==> src/rtl/pwr_mode_pkg.sv <==
package pwr_mode_pkg;
    localparam int MODE_W = 3;

    typedef enum logic [MODE_W-1:0] {
        M_RUN  = 3'd0,
        M_WAIT = 3'd1,
        M_STOP = 3'd2,
        M_STBY = 3'd3,
        M_PPD  = 3'd4,
        M_HALT = 3'd5
    } pmode_e;

    typedef struct packed {
        pmode_e mode;
        logic   rst_req;
        logic   ill_exc;
        logic   combo_err;
    } pstate_t;
endpackage

==> src/rtl/pwr_stop_resolve.sv <==
module pwr_stop_resolve
    import pwr_mode_pkg::*;
(
    input  logic   wait_en,
    input  logic   stop_en,
    input  logic   ppd_sel,
    input  logic   lp_req,
    input  logic   dbg_lp_en,
    input  logic   slow_bus,
    output pmode_e tgt,
    output logic   legal,
    output logic   combo,
    output logic   direct_stby
);
    logic stby_ok;

    always_comb begin
        stby_ok     = lp_req && slow_bus && !dbg_lp_en;
        combo       = ppd_sel && lp_req;
        direct_stby = stby_ok && !ppd_sel;
        legal       = wait_en || stop_en;
        tgt         = M_RUN;
        if (wait_en) begin
            tgt = M_WAIT;
        end else if (stop_en) begin
            if (dbg_lp_en)    tgt = M_STOP;
            else if (ppd_sel) tgt = M_PPD;
            else if (stby_ok) tgt = M_STBY;
            else              tgt = M_STOP;
        end
    end
endmodule

==> src/rtl/pwr_out_map.sv <==
module pwr_out_map
    import pwr_mode_pkg::*;
(
    input  pmode_e mode,
    output logic   reg_loose,
    output logic   pgate_en
);
    always_comb begin
        reg_loose = (mode == M_STBY) || (mode == M_PPD);
        pgate_en  = (mode == M_PPD);
    end
endmodule

==> src/rtl/pwr_mode_seq.sv <==
module pwr_mode_seq
    import pwr_mode_pkg::*;
(
    input  logic              clk,
    input  logic              rst_n,
    input  logic              stop_req,
    input  logic              wait_en,
    input  logic              stop_en,
    input  logic              ppd_sel,
    input  logic              lp_req,
    input  logic              dbg_lp_en,
    input  logic              ill_rst_dis,
    input  logic              slow_bus,
    input  logic              wake,
    input  logic              dbg_halt,
    output logic [MODE_W-1:0] mode,
    output logic              reg_loose,
    output logic              pgate_en,
    output logic              rst_req,
    output logic              ill_exc,
    output logic              combo_err
);
    pstate_t st_d, st_q;
    pmode_e  tgt;
    logic    legal, combo, direct_stby;

    pwr_stop_resolve u_resolve (
        .wait_en     (wait_en),
        .stop_en     (stop_en),
        .ppd_sel     (ppd_sel),
        .lp_req      (lp_req),
        .dbg_lp_en   (dbg_lp_en),
        .slow_bus    (slow_bus),
        .tgt         (tgt),
        .legal       (legal),
        .combo       (combo),
        .direct_stby (direct_stby)
    );

    pwr_out_map u_out (
        .mode      (st_q.mode),
        .reg_loose (reg_loose),
        .pgate_en  (pgate_en)
    );

    always_comb begin
        st_d           = st_q;
        st_d.rst_req   = 1'b0;
        st_d.ill_exc   = 1'b0;
        st_d.combo_err = 1'b0;
        case (st_q.mode)
            M_RUN: begin
                if (dbg_halt) begin
                    st_d.mode = M_HALT;
                end else if (combo) begin
                    st_d.combo_err = 1'b1;
                end else if (stop_req) begin
                    if (legal)            st_d.mode    = tgt;
                    else if (ill_rst_dis) st_d.ill_exc = 1'b1;
                    else                  st_d.rst_req = 1'b1;
                end else if (direct_stby) begin
                    st_d.mode = M_STBY;
                end
            end
            M_WAIT, M_STOP, M_STBY: begin
                if (wake) st_d.mode = M_RUN;
            end
            M_PPD: begin
                if (wake) begin
                    st_d.mode    = M_RUN;
                    st_d.rst_req = 1'b1;
                end
            end
            M_HALT: begin
                if (!dbg_halt) st_d.mode = M_RUN;
            end
            default: st_d.mode = M_RUN;
        endcase
    end

    always_ff @(posedge clk or negedge rst_n) begin
        if (!rst_n) st_q <= '{M_RUN, 1'b0, 1'b0, 1'b0};
        else        st_q <= st_d;
    end

    assign mode      = st_q.mode;
    assign rst_req   = st_q.rst_req;
    assign ill_exc   = st_q.ill_exc;
    assign combo_err = st_q.combo_err;

    p_wait_prio_r2: assert property (@(posedge clk) disable iff (!rst_n)
        (st_q.mode == M_RUN && !dbg_halt && !(ppd_sel && lp_req) && stop_req && wait_en)
        |=> (mode == 3'd1));

    p_fast_no_stby_r6: assert property (@(posedge clk) disable iff (!rst_n)
        (st_q.mode == M_RUN && !slow_bus) |=> (mode != 3'd3));

    p_dbg_blocks_r7: assert property (@(posedge clk) disable iff (!rst_n)
        (st_q.mode == M_RUN && dbg_lp_en) |=> !reg_loose);

    p_combo_refuse_r8: assert property (@(posedge clk) disable iff (!rst_n)
        (st_q.mode == M_RUN && ppd_sel && lp_req && !dbg_halt)
        |=> (mode == 3'd0 && combo_err && !rst_req && !ill_exc));

    p_lp_hold_r9: assert property (@(posedge clk) disable iff (!rst_n)
        ((st_q.mode == M_WAIT || st_q.mode == M_STOP || st_q.mode == M_STBY ||
          st_q.mode == M_PPD) && !wake) |=> $stable(mode));

    p_ppd_wake_r11: assert property (@(posedge clk) disable iff (!rst_n)
        (st_q.mode == M_PPD && wake) |=> (mode == 3'd0 && rst_req));

    p_halt_full_reg_r12: assert property (@(posedge clk) disable iff (!rst_n)
        (st_q.mode == M_RUN && dbg_halt) |=> (mode == 3'd5 && !reg_loose && !pgate_en));
endmodule

==> config.mk <==
export PLATFORM = sky130hd
export DESIGN_NAME = pwr_mode_seq
export DESIGN_NICKNAME = d
export VERILOG_FILES = /design/src/rtl/pwr_mode_pkg.sv /design/src/rtl/pwr_stop_resolve.sv /design/src/rtl/pwr_out_map.sv /design/src/rtl/pwr_mode_seq.sv
export SDC_FILE = /design/constraint.sdc
export NUM_CORES = 1
export LEC_CHECK = 0
export BUFFER_PORTS_ARGS = -buffer_cell sky130_fd_sc_hd__clkbuf_2
export CAP_MARGIN = 10
export CELL_PAD_IN_SITES_DETAIL_PLACEMENT = 0
export CELL_PAD_IN_SITES_GLOBAL_PLACEMENT = 1
export CORE_AREA = 2 2 40 42
export CTS_CLUSTER_DIAMETER = 150
export DETAILED_ROUTE_END_ITERATION = 16
export DIE_AREA = 0 0 42 44
export GPL_TIMING_DRIVEN = 0
export PLACE_DENSITY = 0.75
export SLEW_MARGIN = 20
export SYNTH_ARGS = -nofsm -noshare
export SYNTH_HDL_FRONTEND = slang
export SYNTH_SLANG_ARGS = --single-unit
export TNS_END_PERCENT = 20
==> constraint.sdc <==
create_clock -name clk -period 1.4 [get_ports clk]
set_input_delay 0 -clock clk [delete_from_list [all_inputs] [get_ports clk]]
set_output_delay 0 -clock clk [all_outputs]
set_load 0.05 [all_outputs]
### Word-level counts from Yosys, hierarchy flattened

Cells that the tools add are included.

* $add $sub $neg: 0
* multipliers: 0
* divide/modulo/power cells: 0
* magnitude comparators: 0
* eq/ne operators: 11
* shift-type cells: 0
* muxes and demuxes: 22
* bitwise gates (word level): 0
* reduce and logical (&&, ||, !) cells: 11

Operators with widths (number)
* $mux W3: 11
* $pmux W3 S4: 1
* $ne A4 B4 Y1 const B: 2
* $eq A3 B2 Y1 const B: 2
* $eq A3 B3 Y1 const B: 2
* $mux W2: 3
* $ne A2 B2 Y1 const B: 3
* $reduce_and A6 Y1: 1
* $mux W5: 1
* $logic_and A1 B1 Y1: 4
* $mux W1: 4
* $mux W4: 1
* $eq A3 B1 Y1 const B: 1
* $logic_not A3 Y1: 1
* $ne A3 B3 Y1 const B: 1
* $reduce_or A3 Y1: 1
* $logic_not A1 Y1: 2
* $logic_or A1 B1 Y1: 2
* $pmux W1 S2: 1

* flip-flop bits (word level): 6
* latch bits: 0
* RAM bits: 0
* bits in read-only memories: 0
* logic and storage cells: 48
* memories: 0

### Depth between registers and ports, before layout

Gate-level depths: netlist (run 1).

* word-level depth: 12
* depth in mapped cells: 5
* mapped depth without buffers: 4

### Cells and area by module

From an unflattened synthesis (run 1), not the netlist that was laid out.

* cell total of the unflattened synthesis: 42
* area, all modules: 390.4 µm²

By module, submodules not included
* pwr_mode_seq: times used 1, cells each 32, area each 307.8 µm²
* pwr_stop_resolve: times used 1, cells each 7, area each 58.8 µm²
* pwr_out_map: times used 1, cells each 3, area each 23.8 µm²

### Least setup slack after synthesis (run 1)

Ideal clock, no wire load.

* path kind: register to output
* from: register st_q, in the netlist mode[2]
* to: output reg_loose
* arrival: 1.803 ns
* data required time: 1.400 ns
* path slack: -0.403 ns
* cell stages (with the launch flop): 4
* buffers on the path: 1
* path through: dfrtp_1 clkbuf_1 and2_1 a21o_1

* word-level cells in the longest chain between the ends: 2
* elaborated cells between the ends (all ways): 3
* classes of those cells: eq/ne: 2; reduce/logical: 1

RTL lines
* from (decl): RTL line pwr_mode_seq.sv:23 `pstate_t st_d, st_q;`
* from (signal assigned): RTL line pwr_mode_seq.sv:82 `if (!rst_n) st_q <= '{M_RUN, 1'b0, 1'b0, 1'b0};`
* from (signal assigned): RTL line pwr_mode_seq.sv:83 `else st_q <= st_d;`
* $eq A3 B3 Y1
* net pgate_en: RTL line pwr_mode_seq.sv:18 `output logic pgate_en,`
* $logic_or A1 B1 Y1: RTL line pwr_out_map.sv:9 `reg_loose = (mode == M_STBY) || (mode == M_PPD);`
* to (decl): RTL line pwr_mode_seq.sv:17 `output logic reg_loose,`

The timed path passes the listed nets, and every way through them passes these cells.

### Final worst setup path (run 1)

* from: register st_q, in the netlist mode[0]
* to: output reg_loose

* word-level cells in the longest chain between the ends: 2
* elaborated cells between the ends (all ways): 3
* classes of those cells: eq/ne: 2; reduce/logical: 1

RTL lines (RTL line)
* $eq A3 B2 Y1 / $eq A3 B3 Y1 (equally long branches): pwr_out_map.sv:9
* $logic_or A1 B1 Y1 (*): pwr_out_map.sv:9

Mark *: on every way between the ends. The rest lies on a longest branch, timed or not.

==> results.sh, run 1 <==
export IMPL_status="finished, final reports clean"
export IMPL_root_buffer="clkbuf_4"
export IMPL_cts_max_level=1
export IMPL_ant_nets=0
export IMPL_syn_nets=56
export IMPL_overflow=0
export IMPL_critPathArrivalTime_ns=1.33
export IMPL_cts_max_path_buffers=2
export IMPL_switching_share=0.512
export IMPL_die_w_um=42
export IMPL_min_period_ns=1.33
export IMPL_port_buffers=19
export IMPL_post_route_period_util=0.952
export IMPL_tightest_slew_ns=0.371
export IMPL_cp_slowest_cell="dfrtp_2"
export IMPL_gp_congestion=0.677
export IMPL_cts_buffers=3
export IMPL_core_rowCount=14
export IMPL_grt_pass1_wl_um=1370
export IMPL_syn_avg_cell_area_um2=8.47
export IMPL_rsz0062_at_grt="no"
export IMPL_die_area_um2=1850
export IMPL_slowest_delay_ns=0.44
export IMPL_hold_viol_final=0
export IMPL_min_path_type="primary input to register"
export IMPL_utilization=0.377
export IMPL_multiInputGateArea_um2=215
export IMPL_die_y_um=44
export IMPL_grt_pass1_vias=342
export IMPL_p_per_area_nw_per_um2=1910
export IMPL_ir_drop_mv=0.522
export IMPL_crit_chain="nor2_1, and2_4, a21o_2, clkbuf_4"
export IMPL_cts_sink_count=6
export IMPL_setup_viol=0
export IMPL_ff2ff_path_depth=3
export IMPL_power_frac_comb=0.558
export IMPL_cap_violations=0
export IMPL_leakage_uw=0.000263
export IMPL_drv_slew=0
export IMPL_area_growth_pct=43.6
export IMPL_whs_endpoint="rst_req"
export IMPL_synthFlopType="dfrtp_1"
export IMPL_p_int_uw=500
export IMPL_clkPwrFrac=0.146
export IMPL_yosysSeqAreaShare=0.403
export IMPL_yosysWarnings=0
export IMPL_antenna_found_initial=0
export IMPL_path_buf_inv=1
export IMPL_synth_edf_count=0
export IMPL_drive_above_1_share=0.388
export IMPL_critPathLaunchType="register"
export IMPL_io_pins=20
export IMPL_initial_utilization=0.263
export IMPL_n_antenna_cell=0
export IMPL_hold_ws_ns=0.0465
export IMPL_cts_setup_buffers=0
export IMPL_fillers=152
export IMPL_cts_tree="built"
export IMPL_drt_wirelength_per_cell_um=10.4
export IMPL_p_seq_frac=0.295
export IMPL_synth_top_cell_by_area="dfrtp_1"
export IMPL_drc=0
export IMPL_fmax_mhz=751
export IMPL_synthArstFlopShare=1.00
export IMPL_grtUsageTotal=0.101
export IMPL_via_count=398
export IMPL_dp_hpwl_um=726
export IMPL_drtIter0Drc=4
export IMPL_synth_distinct_cells=24
export IMPL_synth_seq_cells=6
export IMPL_hp_start="wake"
export IMPL_critPathMaxFanout=8
export IMPL_synth_top_area_frac=0.403
export IMPL_required_ns=1.40
export IMPL_path_clk_slew_ns=0.04
export IMPL_area_sequential_um2=153
export IMPL_fin_skew_ns=0.00258
export IMPL_cp_end_kind="primary output"
export IMPL_vias_per_cell=4.80
export IMPL_wl_um=864
export IMPL_p_switching_uw=524
export IMPL_tns_ns=0
export IMPL_relSlewSlack=0.751
export IMPL_path_class="register to primary output"
export IMPL_synth_area_leaders="dfrtp_1 (40%), nand2_1 (5.0%), nor2b_1 (5.0%)"
export IMPL_syn_instance_count=44
export IMPL_core_area_um2=1420
export IMPL_crit_family="flip-flops"
export IMPL_r2r_start="mode[0]"
export IMPL_r2r_end="mode[0]"
export IMPL_grt_max_degree=12
export IMPL_nets=81
export IMPL_drt_first_pass_iters=4
export IMPL_holdPathStages=3
export IMPL_reg2reg_slack_ns=0.14
export IMPL_synthesis_area_um2=373
export IMPL_clock_latency_ns=0.24
==> sequential cells by signal (all words and copies together), names as in the netlist <==
register and flops:
rst_req 1, mode 3, ill_exc 1, combo_err 1
==> cell usage in the layout (no fill, tap or decap) <==
cell and n:
a211oi_1 1, a21boi_1 1, a21o_2 1, a21oi_1 1, a221oi_1 1, a31oi_1 1, and2_1 1, and2_4 1
and4bb_1 1, clkbuf_2 18, clkbuf_4 4, dfrtp_1 4, dfrtp_2 2, dlygate4sd3_1 2, inv_1 2, nand2_1 5
nand2b_1 1, nand3_1 2, nand3b_1 1, nand4b_1 1, nor2_1 4, nor2b_1 3, nor4_1 1, o21ai_0 3
o21ai_1 1, o221ai_1 1, o2bb2ai_1 1, or4_1 2
==> routing by layer <==
layer  global-route usage  part of all wire
met1                0.127              0.48
met2                0.144              0.43
met3               0.0292             0.093
met4               0.0774                 0
met5                    0                 0
==> cell usage after synthesis (2+ instances only) <==
| master | instances |
|---|---|
| dfrtp_1 | 6 |
| nand2_1 | 5 |
| nor2_1 | 4 |
| nor2b_1 | 3 |
| o21ai_0 | 3 |
| and2_1 | 2 |
| inv_1 | 2 |
| nand3_1 | 2 |
| or4_1 | 2 |
==> cell families (layout without fill, tap and decap cells) <==
kind of cell | Yosys count | after routing | synth area share
AO/OA/AOI/OAI | 12 | 12 | 0.215
AND/OR/NAND/NOR | 23 | 23 | 0.352
buffers and inverters | 3 | 26 | 0.0302
flip-flops | 6 | 6 | 0.403
==> worst max path at each step <==
| stage | from | end | slack, ns | cells after the start |
|---|---|---|---|---|
| floorplan | mode[2] | mode[1] | 0.005 | 4 |
| global placement | mode[2] | mode[0] | -0.006 | 4 |
| detailed placement | mode[2] | mode[0] | 0.01 | 4 |
| CTS | mode[0] | reg_loose | 0.001 | 4 |
| global route | mode[0] | reg_loose | 0.005 | 4 |
| finish | mode[0] | reg_loose | 0.07 | 4 |
==> repair_timing <==
action                                 4_1_cts  5_1_grt
gates resized for setup                      0        2
hold buffers                                 2        0
endpoints found under the hold margin        7        0
setup endpoints to repair                    1        1
==> metrics by stage <==
step / std cells / worst slack, ns / area (µm²) / total power [µW]
after global routing: 83 / 0.00536 / 536 / 1090
after detailed placement: 79 / 0.0126 / 494 / 876
after floorplan: 44 / 0.00543 / 379 / 738
after CTS: 83 / 0.00120 / 533 / 1030
final: 83 / 0.0676 / 536 / 1020
after global placement: 79 / -0.00615 / 494 / 871
==> power by group through the flow <==
| stage | Combinational [µW] | Sequential, µW | Clock, µW |
|---|---|---|---|
| after floorplan | 308 | 430 | 0 |
| after global placement | 595 | 276 | 0 |
| after detailed placement | 599 | 276 | 0 |
| after CTS | 568 | 305 | 161 |
| after global routing | 602 | 321 | 171 |
| final | 571 | 302 | 150 |
==> cell type report <==
class	instances	area share
Clock buffer	3	0.0421
Inverter	2	0.0140
Multi-Input combinational cell	35	0.402
Sequential cell	6	0.285
Tap cell	16	0.0374
Timing Repair Buffer	21	0.220
==> worst min-delay path, cell delays in order <==
cell and delay (ns):
clkbuf_2 0.11, nand2_1 0.07, a21boi_1 0.06
(Power assumes the default switching activity.)
==> inputs of run 2 (changes only) <==
- REMOVE_ABC_BUFFERS: unset -> 1
==> results.sh, run 2 (same netlist as run 1, synthesis figures left out) <==
export IMPL_status="finished, final reports clean"
export IMPL_final_common_cell="clkbuf_2"
export IMPL_core_area_um2=1420
export IMPL_path_clk_slew_ns=0.04
export IMPL_port_buffers=19
export IMPL_relSlewSlack=0.786
export IMPL_min_period_ns=1.33
export IMPL_io_pins=20
export IMPL_wl_met3_um=61
export IMPL_ant_nets=0
export IMPL_core_rowCount=14
export IMPL_clock_latency_ns=0.24
export IMPL_largest_register_ffs=3
export IMPL_utilization=0.380
export IMPL_antenna_found_initial=0
export IMPL_overflow=0
export IMPL_drt_first_pass_iters=4
export IMPL_drt_wirelength_per_cell_um=10.9
export IMPL_leakage_uw=0.000266
export IMPL_grt_pass1_wl_um=1530
export IMPL_fin_skew_ns=0.000685
export IMPL_die_y_um=44
export IMPL_cts_setup_buffers=0
export IMPL_rsz0062_at_grt="no"
export IMPL_critPathArrivalTime_ns=1.33
export IMPL_fmax_mhz=750
export IMPL_top_layer_used="met4"
export IMPL_power_frac_comb=0.547
export IMPL_die_w_um=42
export IMPL_cts_max_level=1
export IMPL_cts_tree="built"
export IMPL_drc=0
export IMPL_cts_buffers=3
export IMPL_initial_utilization=0.263
export IMPL_cap_violations=0
export IMPL_nets=81
export IMPL_cts_max_path_buffers=2
export IMPL_drv_slew=0
export IMPL_p_seq_frac=0.303
export IMPL_area_growth_pct=44.6
export IMPL_grt_max_degree=12
export IMPL_clkPwrFrac=0.149
export IMPL_tightest_slew_ns=0.321
export IMPL_grtUsageTotal=0.116
export IMPL_vias_per_cell=4.82
export IMPL_critPathMaxFanout=8
export IMPL_gp_congestion=0.676
export IMPL_grt_pass1_vias=382
export IMPL_p_int_uw=491
export IMPL_drive_above_1_share=0.373
export IMPL_cp_end_kind="primary output"
export IMPL_n_antenna_cell=0
export IMPL_path_class="register to primary output"
export IMPL_p_per_area_nw_per_um2=1910
export IMPL_layout_common_cells="clkbuf_2 (18), nand2_1 (5), dfrtp_1 (5), clkbuf_4 (4)"
export IMPL_required_ns=1.40
export IMPL_hold_viol_final=0
export IMPL_via_count=400
export IMPL_post_route_period_util=0.952
export IMPL_min_path_type="primary input to register"
export IMPL_switching_share=0.523
export IMPL_drtIter0Drc=10
export IMPL_wl_um=906
export IMPL_wl_met2_um=430
export IMPL_cts_sink_count=6
export IMPL_critPathLaunchType="register"
export IMPL_die_area_um2=1850
export IMPL_setup_viol=0
export IMPL_dp_hpwl_um=723
export IMPL_ir_drop_mv=0.548
export IMPL_hold_ws_ns=0.0435
export IMPL_wl_met1_um=402
export IMPL_p_switching_uw=539
export IMPL_root_buffer="clkbuf_4"
## run 2: cell counts in the layout (fill, tap and decap cells not counted)
No cell type changed its count.
## run 2: layout make-up
| type | instances | area, µm² |
|---|---|---|
| Timing Repair Buffer | 21 | 118 |
| Sequential cell | 6 | 151 |
| Fill cell | 156 | 880 |
| Multi-Input combinational cell | 35 | 220 |
| Clock buffer | 3 | 22.5 |
| Tap cell | 16 | 20.0 |
| Inverter | 2 | 7.51 |
## run 2: through the flow
| step | cell area [µm²] | instances | total power (µW) | TNS, ns | setup slack (ns) |
|---|---|---|---|---|---|
| finish | 539 | 83 | 1030 | 0 | 0.0674 |
| global route | 539 | 83 | 1100 | 0 | 0.00134 |
| CTS | 532 | 83 | 1030 | 0 | 0.0444 |
| detailed placement | 484 | 78 | 847 | 0 | 0.121 |
| global placement | 484 | 78 | 843 | 0 | 0.132 |
| floorplan | 369 | 43 | 707 | -0.286 | -0.286 |
## run 2: layer usage
| metal | up-vias | track usage |
|---|---|---|
| li1 | 209 | - |
| met1 | 171 | 0.122 |
| met2 | 18 | 0.197 |
| met3 | 2 | 0.0167 |
| met4 | 0 | 0.116 |
| met5 | - | 0 |
## run 2: worst max-delay path, stage by stage (launching register included)
cell	delay (ns)
dfrtp_2	0.46
nor2_2	0.17
and2_1	0.16
a21o_1	0.09
clkbuf_4	0.22
## run 2: what timing repair did
item                                    in CTS  in global routing
hold buffers                                 2                  0
endpoints found under the setup margin       1                  3
endpoints found under the hold margin        7                  0
gates resized for setup                      2                  2
## run 2: path summary, 6_finish.rpt
check                      startpoint   endpoint  slack (ns)  cells after the start
max                           mode[0]  reg_loose        0.07                      4
min                              wake    rst_req        0.04                      3
max reg2reg                   mode[0]    mode[1]        0.19                      3
min reg2reg                   mode[1]    mode[2]        0.58                      1
max in group asynchronous       rst_n    mode[0]        1.13                      2
min in group asynchronous       rst_n    mode[2]        0.12                      2
## run 2: power by group through the flow
| stage | logic, µW | registers [µW] | clock network, µW |
|---|---|---|---|
| detailed placement | 546 | 301 | 0 |
| finish | 564 | 312 | 154 |
| global route | 609 | 324 | 165 |
| global placement | 542 | 301 | 0 |
| floorplan | 263 | 444 | 0 |
| CTS | 561 | 302 | 165 |
